$ cat src/rtl/can_bit_timer.sv
module can_bit_timer #(
  parameter int BRP_W  = 6,
  parameter int LEN_W  = 3,
  parameter int SJW_W  = 2,
  parameter int MIN_TQ = 8
) (
  input  logic             clk,
  input  logic             rst_n,
  input  logic [BRP_W-1:0] brp,
  input  logic [LEN_W-1:0] prop_len,
  input  logic [LEN_W-1:0] ph1_len,
  input  logic [LEN_W-1:0] ph2_len,
  input  logic [SJW_W-1:0] sjw,
  input  logic             hard_sync_en,
  input  logic             rx,
  output logic             cfg_bad,
  output logic             sample_stb,
  output logic             sample_val,
  output logic             bit_start,
  output logic             tx_stb
);
  localparam int PW = BRP_W + 1;
  localparam int QW = ((LEN_W > SJW_W) ? LEN_W : SJW_W) + 2;
  localparam int EW = QW + 1;
  localparam int TW = LEN_W + 3;

  typedef enum logic [1:0] {SEG_SYNC, SEG_PROP, SEG_PH1, SEG_PH2} seg_t;

  seg_t          seg;
  logic [PW-1:0] pcnt;
  logic [QW-1:0] qcnt, ext, cut, ext_n, cut_n, seg_len;
  logic          used, rx_q;

  wire [QW-1:0] prop_q = QW'(prop_len) + QW'(1);
  wire [QW-1:0] ph1_q  = QW'(ph1_len) + QW'(1);
  wire [QW-1:0] ph2_q  = QW'(ph2_len) + QW'(1);
  wire [QW-1:0] sjw_q  = QW'(sjw) + QW'(1);
  wire [TW-1:0] total  = TW'(prop_len) + TW'(ph1_len) + TW'(ph2_len) + TW'(4);

  assign cfg_bad = total < TW'(MIN_TQ);

  wire tq_last   = pcnt == {brp, 1'b1};
  wire edge_fall = rx_q & ~rx;
  wire hard      = edge_fall & hard_sync_en & ~cfg_bad;
  wire resync    = edge_fall & ~hard_sync_en & ~used & (seg != SEG_SYNC) & ~cfg_bad;

  wire [EW-1:0] late_err  = (seg == SEG_PROP) ? EW'(qcnt) + EW'(1)
                                              : EW'(prop_q) + EW'(qcnt) + EW'(1);
  wire [QW-1:0] early_err = ph2_q - qcnt - QW'(1);

  always_comb begin
    ext_n = ext;
    cut_n = cut;
    if (resync && seg != SEG_PH2)
      ext_n = (late_err < EW'(sjw_q)) ? QW'(late_err) : sjw_q;
    if (resync && seg == SEG_PH2)
      cut_n = (early_err < sjw_q) ? early_err : sjw_q;
    case (seg)
      SEG_SYNC: seg_len = QW'(1);
      SEG_PROP: seg_len = prop_q;
      SEG_PH1:  seg_len = ph1_q + ext_n;
      default:  seg_len = ph2_q - cut_n;
    endcase
  end

  wire seg_end = tq_last && ((qcnt + QW'(1)) >= seg_len);

  always_ff @(posedge clk) begin
    if (!rst_n) begin
      seg <= SEG_SYNC;
      pcnt <= '0;
      qcnt <= '0;
      ext <= '0;
      cut <= '0;
      used <= 1'b0;
      rx_q <= 1'b1;
      sample_stb <= 1'b0;
      sample_val <= 1'b1;
      bit_start <= 1'b0;
      tx_stb <= 1'b0;
    end else begin
      rx_q <= rx;
      sample_stb <= 1'b0;
      bit_start <= 1'b0;
      tx_stb <= 1'b0;
      if (cfg_bad || hard) begin
        seg <= SEG_SYNC;
        pcnt <= '0;
        qcnt <= '0;
        ext <= '0;
        cut <= '0;
        used <= hard;
        bit_start <= hard;
      end else begin
        ext <= ext_n;
        cut <= cut_n;
        if (resync) used <= 1'b1;
        if (!tq_last) begin
          pcnt <= pcnt + PW'(1);
        end else begin
          pcnt <= '0;
          if (!seg_end) begin
            qcnt <= qcnt + QW'(1);
          end else begin
            qcnt <= '0;
            case (seg)
              SEG_SYNC: seg <= SEG_PROP;
              SEG_PROP: seg <= SEG_PH1;
              SEG_PH1: begin
                seg <= SEG_PH2;
                sample_stb <= 1'b1;
                sample_val <= rx;
              end
              default: begin
                seg <= SEG_SYNC;
                bit_start <= 1'b1;
                tx_stb <= 1'b1;
                ext <= '0;
                cut <= '0;
                used <= 1'b0;
              end
            endcase
          end
        end
      end
    end
  end
endmodule

$ cat config.mk
export PLATFORM = sky130hd
export DESIGN_NAME = can_bit_timer
export DESIGN_NICKNAME = d
export VERILOG_FILES = /design/src/rtl/can_bit_timer.sv
export SDC_FILE = /design/constraint.sdc
export NUM_CORES = 1
export LEC_CHECK = 0
export BUFFER_PORTS_ARGS = -buffer_cell sky130_fd_sc_hd__buf_4
export CAP_MARGIN = 0
export CORE_ASPECT_RATIO = 0.7
export CORE_UTILIZATION = 40
export CTS_CLUSTER_DIAMETER = 30
export DETAILED_ROUTE_END_ITERATION = 16
export PLACE_DENSITY = 0.65
export SLEW_MARGIN = 10
export SYNTH_ARGS = -nofsm -noshare
export SYNTH_HDL_FRONTEND = slang
export SYNTH_SLANG_ARGS = --single-unit
$ cat constraint.sdc
create_clock -name clk -period 6.15 [get_ports clk]
set_input_delay 0.615 -clock clk [delete_from_list [all_inputs] [get_ports clk]]
set_output_delay 0.615 -clock clk [all_outputs]
set_load 0.005 [all_outputs]
==> summary.json, run 1 <==
{
  "coreArea_um2": 6280,
  "timing.final.hold_violations": 0,
  "topRoutingLayerUsed": "met4",
  "ys_async_sr_fraction": 0,
  "p_per_area_nw_per_um2": 168,
  "post-synth-top-area-fraction": 0.230,
  "synth-xor-area-share": 0.0771,
  "global_route_wire_length_before_repair_um": 11100,
  "clkSinkCount": 30,
  "post_route_cells_drive_above_1_share": 0.147,
  "max_freq_mhz": 176,
  "worst_pin_slew_ps": 547,
  "synth_top_area_cells": "sky130_fd_sc_hd__dfxtp_1 23%, sky130_fd_sc_hd__ha_1 17%, sky130_fd_sc_hd__fa_1 5.4%, sky130_fd_sc_hd__a21oi_1 5.0%, sky130_fd_sc_hd__xnor2_1 4.7%",
  "timing.max_slew.rel_slack": 0.630,
  "min-delay-path-class": "reg2reg",
  "drc_errors": 0,
  "worst_setup_path_end_kind": "register",
  "layout_commonest_cell": "sky130_fd_sc_hd__ha_1",
  "grt_start_max_net_pins": 15,
  "row_count": 24,
  "regToRegStartpoint": "qcnt[0]",
  "final_setup_viols": 0,
  "post-dp-hpwl_um": 5190,
  "r2r_end": "qcnt[2]",
  "route.met2.wl_um": 2600,
  "setup-tns-final_ps": 0,
  "timing.reg2reg.setup_slack_ps": 580,
  "die_x_um": 98.6,
  "final_max_slew_viol_count": 0,
  "worstSetupEndpoint": "qcnt[2]",
  "synth-seq-cells": 30,
  "via_count_of_the_first_global_routing_pass": 2232,
  "design.die.area_um2": 6860,
  "start_util": 0.416,
  "post-layout-total-power_uw": 504,
  "grt_use_total": 0.207,
  "synthCells": 309,
  "global_route.overflow_total": 0,
  "ctsHtreeMaxLevel": 2,
  "design_area_um2": 3000,
  "rsz0062_at_grt": "no",
  "fin_skew_ps": 8.55,
  "layout.cells.most_common_list": "35 x sky130_fd_sc_hd__ha_1, 31 x sky130_fd_sc_hd__buf_4, 30 x sky130_fd_sc_hd__dfxtp_1",
  "dr_wl_met3_um": 366,
  "share_of_the_synthesized_area_in_compound_gates_ao_oa_aoi_oai": 0.191,
  "num_antenna_cells": 0,
  "avgViaCountPerCell": 5.37,
  "fin_nets": 403,
  "total_leakage_power_uw": 0.00128,
  "synth_cell_type_count": 51,
  "postPlaceCellArea_um2": 2910,
  "clkLatencyLatePin_ps": 290,
  "cts_post_setup_buffers_inserted": 0,
  "ys.flop_type": "sky130_fd_sc_hd__dfxtp_1",
  "synth_simple_gate_area_frac": 0.198,
  "syn2layout_area_growth_pct": 14.9,
  "totalWireLength_um": 6400,
  "timing.critical_path.required_ps": 6340,
  "drt-pass1-iter-count": 4,
  "maxCapViolations": 0,
  "worst_setup_path_startpoint": "prop_len[1]",
  "route.antenna.remaining_nets": 0,
  "type_of_the_setup_path_with_the_least_slack": "in2reg",
  "vdd_drop_max_v": 0.000160,
  "number_of_enable_type_register_cells_in_the_synthesized_netlist": 0,
  "boundaryPins": 26,
  "wire_per_inst_um": 15.3,
  "timing.critical_path.fanout_max": 8,
  "vias": 2250,
  "synth.cell_area_um2": 2610,
  "synthDominantAreaCellType": "sky130_fd_sc_hd__dfxtp_1",
  "gpl.final_weighted_congestion": 0.851,
  "route.layer.met1.wl_um": 3370,
  "path_clk_slew_ps": 70,
  "clock_path_buffers": 2,
  "die_h_um": 69.6,
  "synth_seq_area_share": 0.230,
  "root_buffer": "sky130_fd_sc_hd__clkbuf_8",
  "cts_tree": "built",
  "worst_r2r_path_depth": 26,
  "worstSetupStartpointType": "input pin",
  "synth_fp_nets": 372,
  "io_buffers": 25,
  "yosysWarnings": 0,
  "grt_antenna_before_repair": 0,
  "synth_adder_area_share": 0.221,
  "post_cts.resized_instances": 0,
  "final_period_minus_worst_setup_slack_ps": 5670,
  "tritoncts_buffer_count": 5,
  "outcome": "complete, no violations",
  "final.period_utilization": 0.922,
  "worstPathArrival_ps": 5860,
  "hold_buffers": 0,
  "synth.avg_cell_area_um2": 8.45,
  "initialDrtViolationCount": 102,
  "muxShareOfSynthArea": 0.0330,
  "synth_top_family_by_area": "adder cells"
}
flip-flops by register name, summed over array words and instances (netlist names):
name,cells
pcnt,7
cut,5
ext,5
qcnt,5
seg,2
bit_start,1
rx_q,1
sample_stb,1
sample_val,1
tx_stb,1
used,1
power by group:
group	total [uW]	switching, uW	internal (uW)
Clock	174	84.0	89.9
Combinational	130	73.4	56.3
Sequential	200	2.48	198
metal layers:
metal / vias up / track usage
li1: 1155 / -
met1: 1041 / 0.300
met2: 46 / 0.302
met3: 8 / 0.0595
met4: 0 / 0.0498
met5: - / 0
critical path, stage by stage:
cell and delay (ps):
sky130_fd_sc_hd__buf_4 140, sky130_fd_sc_hd__fa_1 440, sky130_fd_sc_hd__fa_1 490, sky130_fd_sc_hd__nand3_1 90, sky130_fd_sc_hd__fa_1 510, sky130_fd_sc_hd__a211oi_1 290, sky130_fd_sc_hd__and2_1 240, sky130_fd_sc_hd__nand2_1 90
sky130_fd_sc_hd__and2_1 200, sky130_fd_sc_hd__or3_1 420, sky130_fd_sc_hd__fa_1 450, sky130_fd_sc_hd__a21o_1 170, sky130_fd_sc_hd__nand2_1 70, sky130_fd_sc_hd__xnor2_1 110, sky130_fd_sc_hd__nand3_1 90, sky130_fd_sc_hd__a21oi_1 160
sky130_fd_sc_hd__a21oi_1 60, sky130_fd_sc_hd__ha_1 320, sky130_fd_sc_hd__nand2_1 70, sky130_fd_sc_hd__o21ai_1 430, sky130_fd_sc_hd__o21ai_0 140, sky130_fd_sc_hd__a32o_1 280
per-stage QoR:
| step | util | hold slack (ps) | cells | worst slack [ps] |
|---|---|---|---|---|
| floorplan | - | 426 | 309 | 603 |
| global placement | 0.463 | 440 | 411 | 243 |
| detailed placement | 0.463 | 451 | 411 | 212 |
| CTS | 0.478 | 463 | 419 | 491 |
| global route | 0.478 | 494 | 419 | 40.4 |
| finish | 0.478 | 463 | 419 | 478 |
final cells by class:
cell class                 instances  area [um2]
clock inverter                     2        12.5
clock buffer                       6        82.6
sequential                        30         601
timing repair buffer              31         233
tap                               78        97.6
multi-input combinational        247        1880
inverter                          25        93.8
fill                             582        3270
worst min path at each step:
stage / start / endpoint / slack, ps / depth (start not counted)
final: cut[3] / cut[3] / 460 / 2
after global routing: pcnt[0] / pcnt[0] / 490 / 1
after CTS: cut[3] / cut[3] / 460 / 2
after detailed placement: cut[3] / cut[3] / 450 / 2
after global placement: pcnt[0] / pcnt[0] / 440 / 1
after floorplan: pcnt[0] / pcnt[0] / 430 / 1
Yosys cell counts, types with 2 or more instances:
cell type,count
sky130_fd_sc_hd__ha_1,35
sky130_fd_sc_hd__mux2_2,4
sky130_fd_sc_hd__nor2b_1,5
sky130_fd_sc_hd__nor2_1,22
sky130_fd_sc_hd__nand3_1,13
sky130_fd_sc_hd__nand2_1,26
sky130_fd_sc_hd__buf_2,2
sky130_fd_sc_hd__dfxtp_1,30
sky130_fd_sc_hd__a211o_1,2
sky130_fd_sc_hd__o22ai_1,2
sky130_fd_sc_hd__o21bai_1,2
sky130_fd_sc_hd__nand2b_1,7
sky130_fd_sc_hd__xor2_1,9
sky130_fd_sc_hd__o21a_1,3
sky130_fd_sc_hd__a21oi_1,26
sky130_fd_sc_hd__fa_1,7
sky130_fd_sc_hd__and2_1,3
sky130_fd_sc_hd__nor3_1,4
sky130_fd_sc_hd__a21o_1,9
sky130_fd_sc_hd__and3_1,9
sky130_fd_sc_hd__inv_1,25
sky130_fd_sc_hd__a211oi_1,5
sky130_fd_sc_hd__clkbuf_1,4
sky130_fd_sc_hd__mux2i_1,3
sky130_fd_sc_hd__o21ai_0,12
sky130_fd_sc_hd__xnor2_1,14
sky130_fd_sc_hd__a221o_1,2
logic make-up after synthesis:
| logic type | after synthesis |
|---|---|
| AND/OR/NAND/NOR | 99 |
| AO/OA/AOI/OAI | 75 |
| adder cells (fa/ha/maj) | 42 |
| buffers and inverters | 32 |
| flip-flops | 30 |
| XOR/XNOR | 23 |
| multiplexers | 8 |
(Power assumes the default switching activity.)
==> run 2, diff against run 1 <==
Clock period 6.15 ns to 5.6 ns, I/O delays scaled along.
==> summary.json, run 2 (synthesized netlist as in run 1, its figures left out) <==
{
  "outcome": {"value": "complete, no violations", "change": "unchanged"},
  "setup-tns-final": {"value": 0, "unit": "ps", "change": "unchanged"},
  "wire_per_inst": {"value": 15.9, "unit": "um", "change": "was 15.3 um"},
  "fin_skew": {"value": 8.17, "unit": "ps", "change": "was 8.55 ps"},
  "die_x": {"value": 98.6, "unit": "um", "change": "unchanged"},
  "timing.max_slew.rel_slack": {"value": 0.630, "change": "about the same"},
  "cts_tree": {"value": "built", "change": "unchanged"},
  "path_clk_slew": {"value": 70, "unit": "ps", "change": "about the same"},
  "clkSinkCount": {"value": 30, "change": "unchanged"},
  "grt_start_max_net_pins": {"value": 15, "change": "unchanged"},
  "post_cts.resized_instances": {"value": 0, "change": "unchanged"},
  "final_setup_viols": {"value": 0, "change": "unchanged"},
  "layout.cells.most_common_list": {"value": "50 x sky130_fd_sc_hd__buf_4, 34 x sky130_fd_sc_hd__ha_1, 30 x sky130_fd_sc_hd__dfxtp_1", "change": "was 35 x sky130_fd_sc_hd__ha_1, 31 x sky130_fd_sc_hd__buf_4, 30 x sky130_fd_sc_hd__dfxtp_1"},
  "worstSetupStartpointType": {"value": "input pin", "change": "unchanged"},
  "fin_nets": {"value": 422, "change": "was 403"},
  "boundaryPins": {"value": 26, "change": "unchanged"},
  "regToRegStartpoint": {"value": "qcnt[0]", "change": "unchanged"},
  "die_h": {"value": 69.6, "unit": "um", "change": "unchanged"},
  "gpl.final_weighted_congestion": {"value": 0.836, "change": "was 0.851"},
  "worstPathArrival": {"value": 5550, "unit": "ps", "change": "was 5860 ps"},
  "worst_pin_slew": {"value": 547, "unit": "ps", "change": "about the same"},
  "ctsHtreeMaxLevel": {"value": 2, "change": "unchanged"},
  "finish.cell_count_without_fillers": {"value": 438, "change": "was 419"},
  "hold_start": {"value": "cut[3]", "change": "unchanged"},
  "timing.final.hold_violations": {"value": 0, "change": "unchanged"},
  "via_count_of_the_first_global_routing_pass": {"value": 2281, "change": "was 2232"},
  "initialDrtViolationCount": {"value": 132, "change": "was 102"},
  "maxCapViolations": {"value": 0, "change": "unchanged"},
  "hold_buffers": {"value": 0, "change": "unchanged"},
  "num_antenna_cells": {"value": 0, "change": "unchanged"},
  "p_per_area": {"value": 181, "unit": "nW/um2", "change": "was 168 nW/um2"},
  "top_register": {"value": "pcnt", "change": "unchanged"},
  "final.period_utilization": 0.960,
  "pre_cts_ws": {"value": -219, "unit": "ps", "change": "was 212 ps"},
  "vias": {"value": 2393, "change": "was 2250"},
  "hold_slack": {"value": 454, "unit": "ps", "change": "was 463 ps"},
  "timing.critical_path.required": {"value": 5780, "unit": "ps", "change": "was 6340 ps"},
  "totalWireLength": {"value": 6970, "unit": "um", "change": "was 6400 um"},
  "max_ffs_per_register": {"value": 7, "change": "unchanged"},
  "layout_commonest_cell": {"value": "sky130_fd_sc_hd__buf_4", "change": "was sky130_fd_sc_hd__ha_1"},
  "route.antenna.remaining_nets": {"value": 0, "change": "unchanged"},
  "final_max_slew_viol_count": {"value": 0, "change": "unchanged"},
  "dp.cells": {"value": 430, "change": "was 411"},
  "drc_errors": {"value": 0, "change": "unchanged"},
  "global_route.overflow_total": {"value": 0, "change": "unchanged"},
  "final_period_minus_worst_setup_slack_ps": 5370,
  "syn2layout_area_growth": {"value": 23.1, "unit": "%", "change": "was 14.9%"},
  "min-delay-path-class": {"value": "reg2reg", "change": "unchanged"},
  "grt_antenna_before_repair": {"value": 0, "change": "unchanged"},
  "root_buffer": {"value": "sky130_fd_sc_hd__clkbuf_8", "change": "unchanged"},
  "grt_use_total": {"value": 0.213, "change": "was 0.207"},
  "start_util": {"value": 0.416, "change": "unchanged"},
  "io_buffers": {"value": 25, "change": "unchanged"},
  "global_route_wire_length_before_repair": {"value": 11300, "unit": "um", "change": "was 11100 um"},
  "design.die.area": {"value": 6860, "unit": "um2", "change": "unchanged"},
  "clock_path_buffers": {"value": 2, "change": "unchanged"},
  "worst_setup_path_end_kind": {"value": "register", "change": "unchanged"},
  "post_layout_worst_setup_margin": {"value": 226, "unit": "ps", "change": "was 478 ps"},
  "worst_setup_path_startpoint": {"value": "prop_len[1]", "change": "unchanged"},
  "row_count": {"value": 24, "change": "unchanged"},
  "coreArea": {"value": 6280, "unit": "um2", "change": "unchanged"},
  "type_of_the_setup_path_with_the_least_slack": {"value": "in2reg", "change": "unchanged"},
  "avgViaCountPerCell": {"value": 5.46, "change": "was 5.37"},
  "utilization": {"value": 0.512, "change": "was 0.478"},
  "total_leakage_power": {"value": 0.00137, "unit": "uW", "change": "was 0.00128 uW"},
  "timing.critical_path.fanout_max": {"value": 3, "change": "was 8"},
  "max_freq_mhz": 186,
  "clkLatencyLatePin": {"value": 300, "unit": "ps", "change": "was 290 ps"},
  "tritoncts_buffer_count": {"value": 5, "change": "unchanged"},
  "vdd_drop_max": {"value": 0.000145, "unit": "V", "change": "was 0.000160 V"},
  "cts_post_setup_buffers_inserted": {"value": 0, "change": "unchanged"},
  "post-dp-hpwl": {"value": 5470, "unit": "um", "change": "was 5190 um"},
  "post_route_cells_drive_above_1_share": {"value": 0.233, "change": "was 0.147"},
  "drt-pass1-iter-count": {"value": 4, "change": "unchanged"},
  "fillerInstances": {"value": 581, "change": "was 582"}
}
==> run 2: cell count changes in the layout (fill, tap and decap cells not counted), moves of 2 or more <==
cell and change:
sky130_fd_sc_hd__buf_4 +19, sky130_fd_sc_hd__fa_1 -3, sky130_fd_sc_hd__fa_2 +3, sky130_fd_sc_hd__nor2_1 -2, sky130_fd_sc_hd__nor2_2 +2, sky130_fd_sc_hd__o21ai_0 -2
sky130_fd_sc_hd__o21ai_2 +3
==> run 2: routing by layer <==
layer  vias up  wire, um  track usage
met1      1126      3500        0.300
met5         -         0            0
met2        67      3000        0.311
met4         0        76       0.0763
li1       1191         -            -
met3         9       392       0.0544
==> run 2: path summary, 6_finish.rpt <==
kind / endpoint / slack, ps / depth (start not counted)
max: sample_val / 230 / 22
min: cut[3] / 450 / 2
max reg2reg: sample_val / 350 / 25
min reg2reg: cut[3] / 450 / 2
==> run 2: through the flow <==
stage,instance area [um2],power (uW)
floorplan,2610,318
global placement,3050,380
CTS,3140,578
global route,3220,615
detailed placement,3050,384
finish,3220,580
==> run 2: critical path: stages <==
cell,delay [ps]
sky130_fd_sc_hd__buf_4,130
sky130_fd_sc_hd__fa_2,390
sky130_fd_sc_hd__fa_1,500
sky130_fd_sc_hd__nand3_1,90
sky130_fd_sc_hd__fa_1,480
sky130_fd_sc_hd__a211oi_2,250
sky130_fd_sc_hd__and2_4,190
sky130_fd_sc_hd__nand2_1,60
sky130_fd_sc_hd__and2_1,180
sky130_fd_sc_hd__or3_4,400
sky130_fd_sc_hd__ha_1,290
sky130_fd_sc_hd__a21o_1,190
sky130_fd_sc_hd__a21oi_1,170
sky130_fd_sc_hd__xor2_1,200
sky130_fd_sc_hd__a221o_1,170
sky130_fd_sc_hd__o21ai_0,90
sky130_fd_sc_hd__ha_1,280
sky130_fd_sc_hd__nand2_1,80
sky130_fd_sc_hd__o21a_1,200
sky130_fd_sc_hd__buf_4,150
sky130_fd_sc_hd__nor3_4,170
sky130_fd_sc_hd__mux2_1,340
==> run 2: power breakdown <==
group	switching (uW)	leakage [uW]	internal (uW)
registers	2.77	0.000242	217
logic	90.5	0.00108	79.1
clock network	92.5	0.0000472	98.7
==> run 2: area by class of cell <==
type                    count  area, um2  area share
clock buffers               6       82.6      0.0257
clock inverters             2       12.5     0.00389
inverters                  25       93.8      0.0292
multi-input cells         247       1950       0.607
flip-flops and latches     30        601       0.187
well taps                  78       97.6      0.0304
repair buffers             50        375       0.117
